## src/rtl/uart_irq_pkg.sv

```systemverilog
package uart_irq_pkg;
  localparam int NSRC = 5;

  typedef enum logic [2:0] {
    SRC_LS  = 3'd0,
    SRC_RXD = 3'd1,
    SRC_TO  = 3'd2,
    SRC_TX  = 3'd3,
    SRC_MS  = 3'd4
  } irq_src_e;

  function automatic logic [2:0] src_code(input int idx);
    case (idx)
      0:       return 3'b011;
      1:       return 3'b010;
      2:       return 3'b110;
      3:       return 3'b001;
      default: return 3'b000;
    endcase
  endfunction

  function automatic int trig_level(input logic [1:0] sel);
    case (sel)
      2'd0:    return 1;
      2'd1:    return 4;
      2'd2:    return 8;
      default: return 14;
    endcase
  endfunction
endpackage

```

## src/rtl/irq_sticky.sv

```systemverilog
module irq_sticky (
  input  logic clk,
  input  logic rst_n,
  input  logic set_i,
  input  logic clr_i,
  output logic pend_o
);
  always_ff @(posedge clk or negedge rst_n) begin
    if (!rst_n)      pend_o <= 1'b0;
    else if (set_i)  pend_o <= 1'b1;
    else if (clr_i)  pend_o <= 1'b0;
  end
endmodule

```

## src/rtl/irq_tx_empty.sv

```systemverilog
module irq_tx_empty (
  input  logic clk,
  input  logic rst_n,
  input  logic thr_empty,
  input  logic thr_wr,
  input  logic rd_clr,
  output logic pend_o
);
  logic empty_q;
  logic rise;

  assign rise = thr_empty & ~empty_q;

  always_ff @(posedge clk or negedge rst_n) begin
    if (!rst_n) begin
      empty_q <= 1'b0;
      pend_o  <= 1'b0;
    end else begin
      empty_q <= thr_empty;
      if (rise)                 pend_o <= 1'b1;
      else if (thr_wr | rd_clr) pend_o <= 1'b0;
    end
  end
endmodule

```

## src/rtl/irq_rx_timeout.sv

```systemverilog
module irq_rx_timeout #(
  parameter int CT_W  = 12,
  parameter int LVL_W = 5
) (
  input  logic             clk,
  input  logic             rst_n,
  input  logic             fifo_en,
  input  logic [CT_W-1:0]  char_ticks,
  input  logic             baud_tick,
  input  logic [LVL_W-1:0] rx_level,
  input  logic             rx_push,
  input  logic             rbr_rd,
  output logic             to_pend
);
  localparam int CW = CT_W + 2;

  logic [CW-1:0] cnt;
  logic [CW-1:0] limit;
  logic          empty;
  logic          restart;
  logic          hit;

  assign limit   = {char_ticks, 2'b00};
  assign empty   = (rx_level == '0);
  assign restart = rx_push | rbr_rd | empty | ~fifo_en;
  assign hit     = baud_tick & (cnt == limit - 1'b1);

  always_ff @(posedge clk or negedge rst_n) begin
    if (!rst_n)                          cnt <= '0;
    else if (restart)                    cnt <= '0;
    else if (baud_tick && cnt != limit)  cnt <= cnt + 1'b1;
  end

  always_ff @(posedge clk or negedge rst_n) begin
    if (!rst_n)                          to_pend <= 1'b0;
    else if (rbr_rd | empty | ~fifo_en)  to_pend <= 1'b0;
    else if (!restart && hit)            to_pend <= 1'b1;
  end
endmodule

```

## src/rtl/irq_prio_enc.sv

```systemverilog
module irq_prio_enc
  import uart_irq_pkg::*;
(
  input  logic [NSRC-1:0] req,
  output logic [2:0]      code,
  output logic            any
);
  always_comb begin
    code = 3'b000;
    any  = 1'b0;
    for (int i = NSRC - 1; i >= 0; i--) begin
      if (req[i]) begin
        code = src_code(i);
        any  = 1'b1;
      end
    end
  end
endmodule

```

## src/rtl/uart_irq_ident.sv

```systemverilog
module uart_irq_ident
  import uart_irq_pkg::*;
#(
  parameter int FIFO_DEPTH = 16,
  parameter int CT_W       = 12,
  parameter int LVL_W      = $clog2(FIFO_DEPTH + 1)
) (
  input  logic             clk,
  input  logic             rst_n,
  input  logic             fifo_en,
  input  logic [1:0]       rx_trig_sel,
  input  logic [3:0]       ier,
  input  logic [CT_W-1:0]  char_ticks,
  input  logic             baud_tick,
  input  logic [LVL_W-1:0] rx_level,
  input  logic             rx_push,
  input  logic             rbr_rd,
  input  logic [3:0]       ls_err_evt,
  input  logic             lsr_rd,
  input  logic             thr_empty,
  input  logic             thr_wr,
  input  logic [3:0]       ms_delta_evt,
  input  logic             msr_rd,
  input  logic             iir_acc,
  output logic [7:0]       iir,
  output logic             irq
);
  localparam int NSTK = 2;

  // sticky sources: index 0 line status, index 1 modem status
  logic [NSTK-1:0] stk_set, stk_clr, stk_pend;
  assign stk_set = {|ms_delta_evt, |ls_err_evt};
  assign stk_clr = {msr_rd, lsr_rd};

  for (genvar g = 0; g < NSTK; g++) begin : g_stk
    irq_sticky u_stk (
      .clk   (clk),
      .rst_n (rst_n),
      .set_i (stk_set[g]),
      .clr_i (stk_clr[g]),
      .pend_o(stk_pend[g])
    );
  end

  logic to_pend;
  irq_rx_timeout #(.CT_W(CT_W), .LVL_W(LVL_W)) u_to (
    .clk       (clk),
    .rst_n     (rst_n),
    .fifo_en   (fifo_en),
    .char_ticks(char_ticks),
    .baud_tick (baud_tick),
    .rx_level  (rx_level),
    .rx_push   (rx_push),
    .rbr_rd    (rbr_rd),
    .to_pend   (to_pend)
  );

  logic       held;
  logic [7:0] snap;
  logic       acc_end;
  logic       tx_rd_clr;
  logic       tx_pend;

  assign acc_end   = held & ~iir_acc;
  assign tx_rd_clr = acc_end & (snap[3:0] == {src_code(SRC_TX), 1'b0});

  irq_tx_empty u_tx (
    .clk      (clk),
    .rst_n    (rst_n),
    .thr_empty(thr_empty),
    .thr_wr   (thr_wr),
    .rd_clr   (tx_rd_clr),
    .pend_o   (tx_pend)
  );

  // receive data available as a level
  logic [LVL_W:0] trig;
  logic           rxd_avail;
  assign trig      = (LVL_W + 1)'(trig_level(rx_trig_sel));
  assign rxd_avail = fifo_en ? ({1'b0, rx_level} >= trig) : (rx_level != '0);

  logic [NSRC-1:0] req;
  always_comb begin
    req          = '0;
    req[SRC_LS]  = stk_pend[0] & ier[2];
    req[SRC_RXD] = rxd_avail   & ier[0];
    req[SRC_TO]  = to_pend     & ier[0] & fifo_en;
    req[SRC_TX]  = tx_pend     & ier[1];
    req[SRC_MS]  = stk_pend[1] & ier[3];
  end

  logic [2:0] code;
  logic       any;
  irq_prio_enc u_enc (
    .req (req),
    .code(code),
    .any (any)
  );

  logic [7:0] live;
  assign live = {fifo_en, fifo_en, 2'b00, code[2] & fifo_en, code[1:0], ~any};

  always_ff @(posedge clk or negedge rst_n) begin
    if (!rst_n) begin
      held <= 1'b0;
      snap <= 8'h01;
    end else begin
      held <= iir_acc;
      if (iir_acc && !held) snap <= live;
    end
  end

  assign iir = held ? snap : live;
  assign irq = |req;
endmodule

```

## config.mk

```make
export PLATFORM = sky130hd
export DESIGN_NAME = uart_irq_ident
export DESIGN_NICKNAME = d
export VERILOG_FILES = /design/src/rtl/uart_irq_pkg.sv /design/src/rtl/irq_sticky.sv /design/src/rtl/irq_tx_empty.sv /design/src/rtl/irq_rx_timeout.sv /design/src/rtl/irq_prio_enc.sv /design/src/rtl/uart_irq_ident.sv
export SDC_FILE = /design/constraint.sdc
export NUM_CORES = 1
export LEC_CHECK = 0
export CORE_MARGIN = 2
export CORE_UTILIZATION = 51
export DETAILED_ROUTE_END_ITERATION = 10
export DONT_BUFFER_PORTS = 1
export GPL_TIMING_DRIVEN = 0
export PLACE_DENSITY = 0.68
export SETUP_SLACK_MARGIN = 0.05
export SLEW_MARGIN = 20
export SYNTH_ARGS = -nofsm -noshare
export SYNTH_HDL_FRONTEND = slang
export SYNTH_SLANG_ARGS = --single-unit
```

## constraint.sdc

```tcl
create_clock -name clk -period 2.8 [get_ports clk]
set_input_delay 0.14 -clock clk [delete_from_list [all_inputs] [get_ports clk]]
set_output_delay 0.14 -clock clk [all_outputs]
set_load 0.02 [all_outputs]
```

== Yosys cells after proc, flatten, opt, wreduce, memory -nomap -nowiden ==
Index checks and enable logic that the tools add are counted.

* Register bits after elaboration: 25
* Input bits: 42
* Logic and storage cells: 75

* Equality and inequality tests: 5
* Bitwise operators: 21
* Mux-type cells: 22
* Add/subtract/negate cells: 2
* Magnitude comparators: 1
* Reductions and logical operators: 16

{| class="wikitable"
|+ Operator list
! operator !! number
|-
| 14-bit two-way mux || 2
|-
| 1-bit two-way mux || 15
|-
| 14-bit by 1-bit adder with 14-bit output, second input constant || 1
|-
| 14-bit equality test || 1
|-
| 14-bit != test || 1
|-
| 14-bit by 1-bit subtractor with 14-bit output, second input constant || 1
|-
| 4-bit one-hot mux with 3 select lines || 1
|-
| 1-bit bitwise AND || 11
|-
| 2-bit nonzero test || 5
|-
| 3-bit two-way mux || 3
|-
| 8-bit two-way mux || 1
|-
| 4-bit OR reduction || 2
|-
| 5-bit by 6-bit >= comparator with 1-bit output || 1
|-
| 1-bit bitwise OR || 6
|-
| 5-bit logical NOT || 1
|-
| 5-bit nonzero test || 1
|-
| 5-bit OR reduction || 1
|-
| 4-bit by 2-bit equality test with 1-bit output, second input constant || 1
|-
| 1-bit NOT || 4
|-
| 1-bit logical AND || 3
|-
| 2-bit by 1-bit equality test with 1-bit output, second input constant || 1
|-
| 2-bit equality test, second input constant || 1
|-
| 1-bit logical NOT || 2
|-
| 2-bit logical NOT || 1
|}

== Depth between registers and ports, before layout ==
* Depth in word-level cells: 9
* Gate-level depth with buffers: 8
* Depth with buffers taken out: 8

== Cells and area by module ==
A second synthesis with hierarchy kept.

* Cell total of the unflattened synthesis: 222
* Area total of the unflattened synthesis: 1985.7 um2

{| class="wikitable"
|+ Modules (own cells, without submodules)
! module !! times used !! cells an instance !! sequential area each (um2) !! area an instance (um2)
|-
| irq_rx_timeout || 1 || 150 || 375.4 || 1287.5
|-
| uart_irq_ident || 1 || 56 || 151.4 || 515.5
|-
| irq_tx_empty || 1 || 5 || 50.0 || 73.8
|-
| irq_sticky || 2 || 3 || 25.0 || 36.3
|-
| irq_prio_enc || 1 || 5 || 0.0 || 36.3
|}

== Least setup slack after synthesis ==
OpenSTA, ideal clock, no wires.

* Path type: input to output
* From: input port rx_trig_sel[1]
* To: output port iir[0]
* Stages: 8
* Slack: 535 ps
* Buffers on the path: 0
* Data required time: 2660 ps
* Arrival: 2125 ps
* Cells stage by stage: nor2_1 > ha_1 > nand2b_1 > a21o_1 > a21o_1 > a211o_1 > o311ai_1 > a32o_1

* Cells in the longest elaborated chain, start to end: 9
* Elaborated cells between the ends (all ways): 11

{| class="wikitable"
|+ RTL lines
! what !! RTL line !! RTL
|-
| from (decl) || uart_irq_ident.sv:11 || <nowiki>input logic [1:0] rx_trig_sel,</nowiki>
|-
| 2-bit equality test, or another cell as far along || uart_irq_pkg.sv:23 || <nowiki>case (sel)</nowiki>
|-
| 4-bit one-hot mux with 3 select lines * || uart_irq_pkg.sv:23 ||
|-
| 5-bit by 6-bit >= comparator with 1-bit output * || uart_irq_ident.sv:80 || <nowiki>assign rxd_avail = fifo_en ? ({1'b0, rx_level} >= trig) : (rx_level != '0);</nowiki>
|-
| 1-bit two-way mux * || uart_irq_ident.sv:80 ||
|-
| 1-bit bitwise AND * || uart_irq_ident.sv:86 || <nowiki>req[SRC_RXD] = rxd_avail & ier[0];</nowiki>
|-
| 1-bit two-way mux * (2 in series) || irq_prio_enc.sv:12 || <nowiki>if (req[i]) begin</nowiki>
|-
| 1-bit NOT * || uart_irq_ident.sv:101 || <nowiki>assign live = {fifo_en, fifo_en, 2'b00, code[2] & fifo_en, code[1:0], ~any};</nowiki>
|-
| 8-bit two-way mux * || uart_irq_ident.sv:113 || <nowiki>assign iir = held ? snap : live;</nowiki>
|-
| to (decl) || uart_irq_ident.sv:25 || <nowiki>output logic [7:0] iir,</nowiki>
|}

Every way passes the cells marked *; elsewhere a longest branch is shown, timed or not.

== Worst setup path after layout ==
Ends and elaborated chain as after synthesis.

==> results.md <==
- First-pass GRT wire length: around 6700 um
- Total track usage: 19.9%
- Final period util: 89.7%
- Via density per instance: about 5.6
- Number of synthesized flops with an enable pin: 0
- Post-CTS Resized: 0
- I/O pin count: 51
- Leak Pwr: about 0.00085 uW
- VDD IR-drop max: 0.244 mV
- Outcome: complete, no violations
- Starting density of the core: 52.3%
- Worst-Skew Late Latency: approximately 0.27 ns
- PwrDens: 348 nW/um^2
- RePlAce Congestion: slightly below 0.8
- Design Area, Final: approximately 2100 um^2
- Diode count: 0
- Remaining antenna violation count: 0
- Max FO, Critical Path: 7
- Post-DP HPWL: 3020 um
- Synth Instances: 223
- Number of nets in the layout: 286
- Clock Skew: approximately 0.006 ns
- Reg2reg start: u_to.cnt[6]
- Max-slew headroom: 34.1%
- DR WL/cell: 13.8 um
- CTS clk-pin slew, worst paths: approximately 0.09 ns
- Clock Path Buffers: 2
- Mapped cell area: 1890 um^2
- TritonCTS clock tree: yes
- Setup TNS: 0 ns
- TritonRoute pass-1 iters: 4
- Port bufs: 0
- Startpoint type of the worst setup path: input port
- Post-CTS setup buffers: 0
- Synthesis-to-finish area growth: 10.7%
- Worst min path class: input port to flip-flop
- Routed WL: slightly below 4000 um
- Std-Cell Rows: 22
- TritonCTS Sinks: 25
- Warnings from Yosys: 0
- Root Driver: clkbuf_8
- Post-Syn Area per Cell: 8.46 um^2
- Die Height: between 60 and 70 um
- Post-synth cell types: 46
- H-tree levels: 1
- Total CTS buffers: 3
- Critical R2R Capture: u_to.to_pend
- Hold_buf cts: 8
- Ys async rst share: 100%
- CP Class: input port to output port
- Fin. max-slew vios: 0
- Worst slew pin tran: 0.976 ns
- Reg2reg path depth: 6
- Tmin final: 2.51 ns
- Via count: 1583
- Initial drt markers: 55
- MaxCap Viol Count: 0
- Unrepaired setup endpoints after global routing: false
- Die ar.: 4200 um^2
- Fmax: 398 MHz
- Critical Path RT: 2.66 ns
- CP endpoint: iir[0]
- Seq/Total Area, Yosys: between 30 and 40%
- Global route overflow: 0
- CP endpoint kind: output port
- Initial antenna violation count: 0
- Vias in the first global route: 1482
- R2R setup slack: 0.48 ns
- # fillers: approximately 340
- Count of final hold-check violations: 0
- Chip Width: 64.8 um
- Flops & latches, synth: 25
- Final setup vio count: 0
- CP Launch Point: rx_trig_sel[1]
- Dpl cell area: 1950 um^2
- Core area: 3610 um^2
- DRC: 0
- Share of layout cells above drive strength 1: 7.20%
- Post-synth top flop: dfrtp_1
- Pin count of the biggest net entering global routing: 26
- Crit path DAT: 2.37 ns
[worst min-delay path by stage]
stage / start / to / slack (ns) / depth (start not counted)
6_report: fifo_en / snap[6] / 0.02 / 1
5_1_grt: fifo_en / snap[6] / 0.02 / 1
4_1_cts: fifo_en / snap[6] / 0.01 / 1
3_5_place_dp: rst_n / u_to.cnt[1] / -0.16 / 0
3_3_place_gp: rst_n / u_to.cnt[1] / -0.16 / 0
2_1_floorplan: rst_n / g_stk[0].u_stk.pend_o / -0.16 / 0
[placed cells by master (no fill, tap or decap), drive strengths merged, types with 8 or more instances in the layout]
master / n
xor2: 15
nand2: 19
nor2: 24
xnor2: 15
inv: 13
o21ai: 10
dfrtp: 24
clkbuf: 9
nand4: 10
nand3: 8
[power breakdown]
part	total, uW	internal, uW	switching, uW	leakage (uW)
Clock	220	101	119	0.0000217
Combinational	128	55.6	72.0	0.000511
Sequential	380	373	7.00	0.000321
[flip-flops by register name, indices dropped and copies added (netlist names)]
name,cells
u_to.cnt,14
snap,5
g_stk.u_stk.pend_o,2
held,1
u_to.to_pend,1
u_tx.empty_q,1
u_tx.pend_o,1
[stage by stage]
stage	hold WS, ns	setup slack [ns]	std cells	total power [uW]	util (%)
global placement	-0.155	0.242	272	497	54.1
finish	0.0217	0.290	284	727	57.9
detailed placement	-0.155	0.238	272	499	54.1
floorplan	-0.156	0.535	224	482	-
CTS	0.0133	0.196	284	741	57.9
global route	0.0166	0.0723	284	771	57.9
[synthesized netlist by cell type (4+ instances only)]
library cell | number | area (um^2)
a21oi_1 | 5 | 25.0
nand3_1 | 8 | 40.0
ha_1 | 7 | 87.6
a21o_1 | 4 | 30.0
dfrtp_1 | 24 | 601
o21ai_0 | 8 | 40.0
inv_1 | 13 | 48.8
clkbuf_1 | 5 | 18.8
or3_1 | 4 | 25.0
nor2_1 | 24 | 90.1
nand4_1 | 10 | 62.6
nand2_1 | 19 | 71.3
or4_1 | 6 | 45.0
xnor2_1 | 15 | 131
xor2_1 | 15 | 131
[logic make-up (layout without fill, tap and decap cells)]
family | Yosys count | count (layout) | share of synthesized area, %
AND/OR/NAND/NOR | 98 | 98 | 27.8
AO/OA/AOI/OAI | 35 | 35 | 12.9
XOR/XNOR | 30 | 30 | 13.9
flip-flops | 25 | 25 | 33.2
buffers and inverters | 24 | 36 | 5.57
adder cells (fa/ha/maj) | 7 | 7 | 4.64
multiplexers | 3 | 3 | 1.72
other | 1 | 2 | 0.199
[worst max-delay path, cell delays in order]
cell      delay, ns
nor2_1         0.09
ha_1           0.22
nand2b_1       0.14
a21o_1         0.17
a21o_1         0.17
a211o_1        0.32
o311ai_1       0.72
a32o_1         0.41
[final cells by class]
type | instances | area, um^2 | share of cell area (%)
clock inverters | 1 | 7.51 | 0.359
clock buffers | 3 | 41.3 | 1.98
well taps | 48 | 60.1 | 2.87
inverters | 13 | 48.8 | 2.34
plain buffers | 11 | 56.3 | 2.69
multi-input cells | 175 | 1160 | 55.4
repair buffers | 8 | 90.1 | 4.31
flip-flops and latches | 25 | 627 | 30.0
[routing by layer]
| metal | wire (um) | global-route usage [%] |
|---|---|---|
| met1 | 1810 | 27.9 |
| met2 | 1860 | 32.5 |
| met3 | 231 | 3.82 |
| met4 | 25 | 3.46 |
| met5 | 0 | 0 |
(Power assumes the default switching activity.)
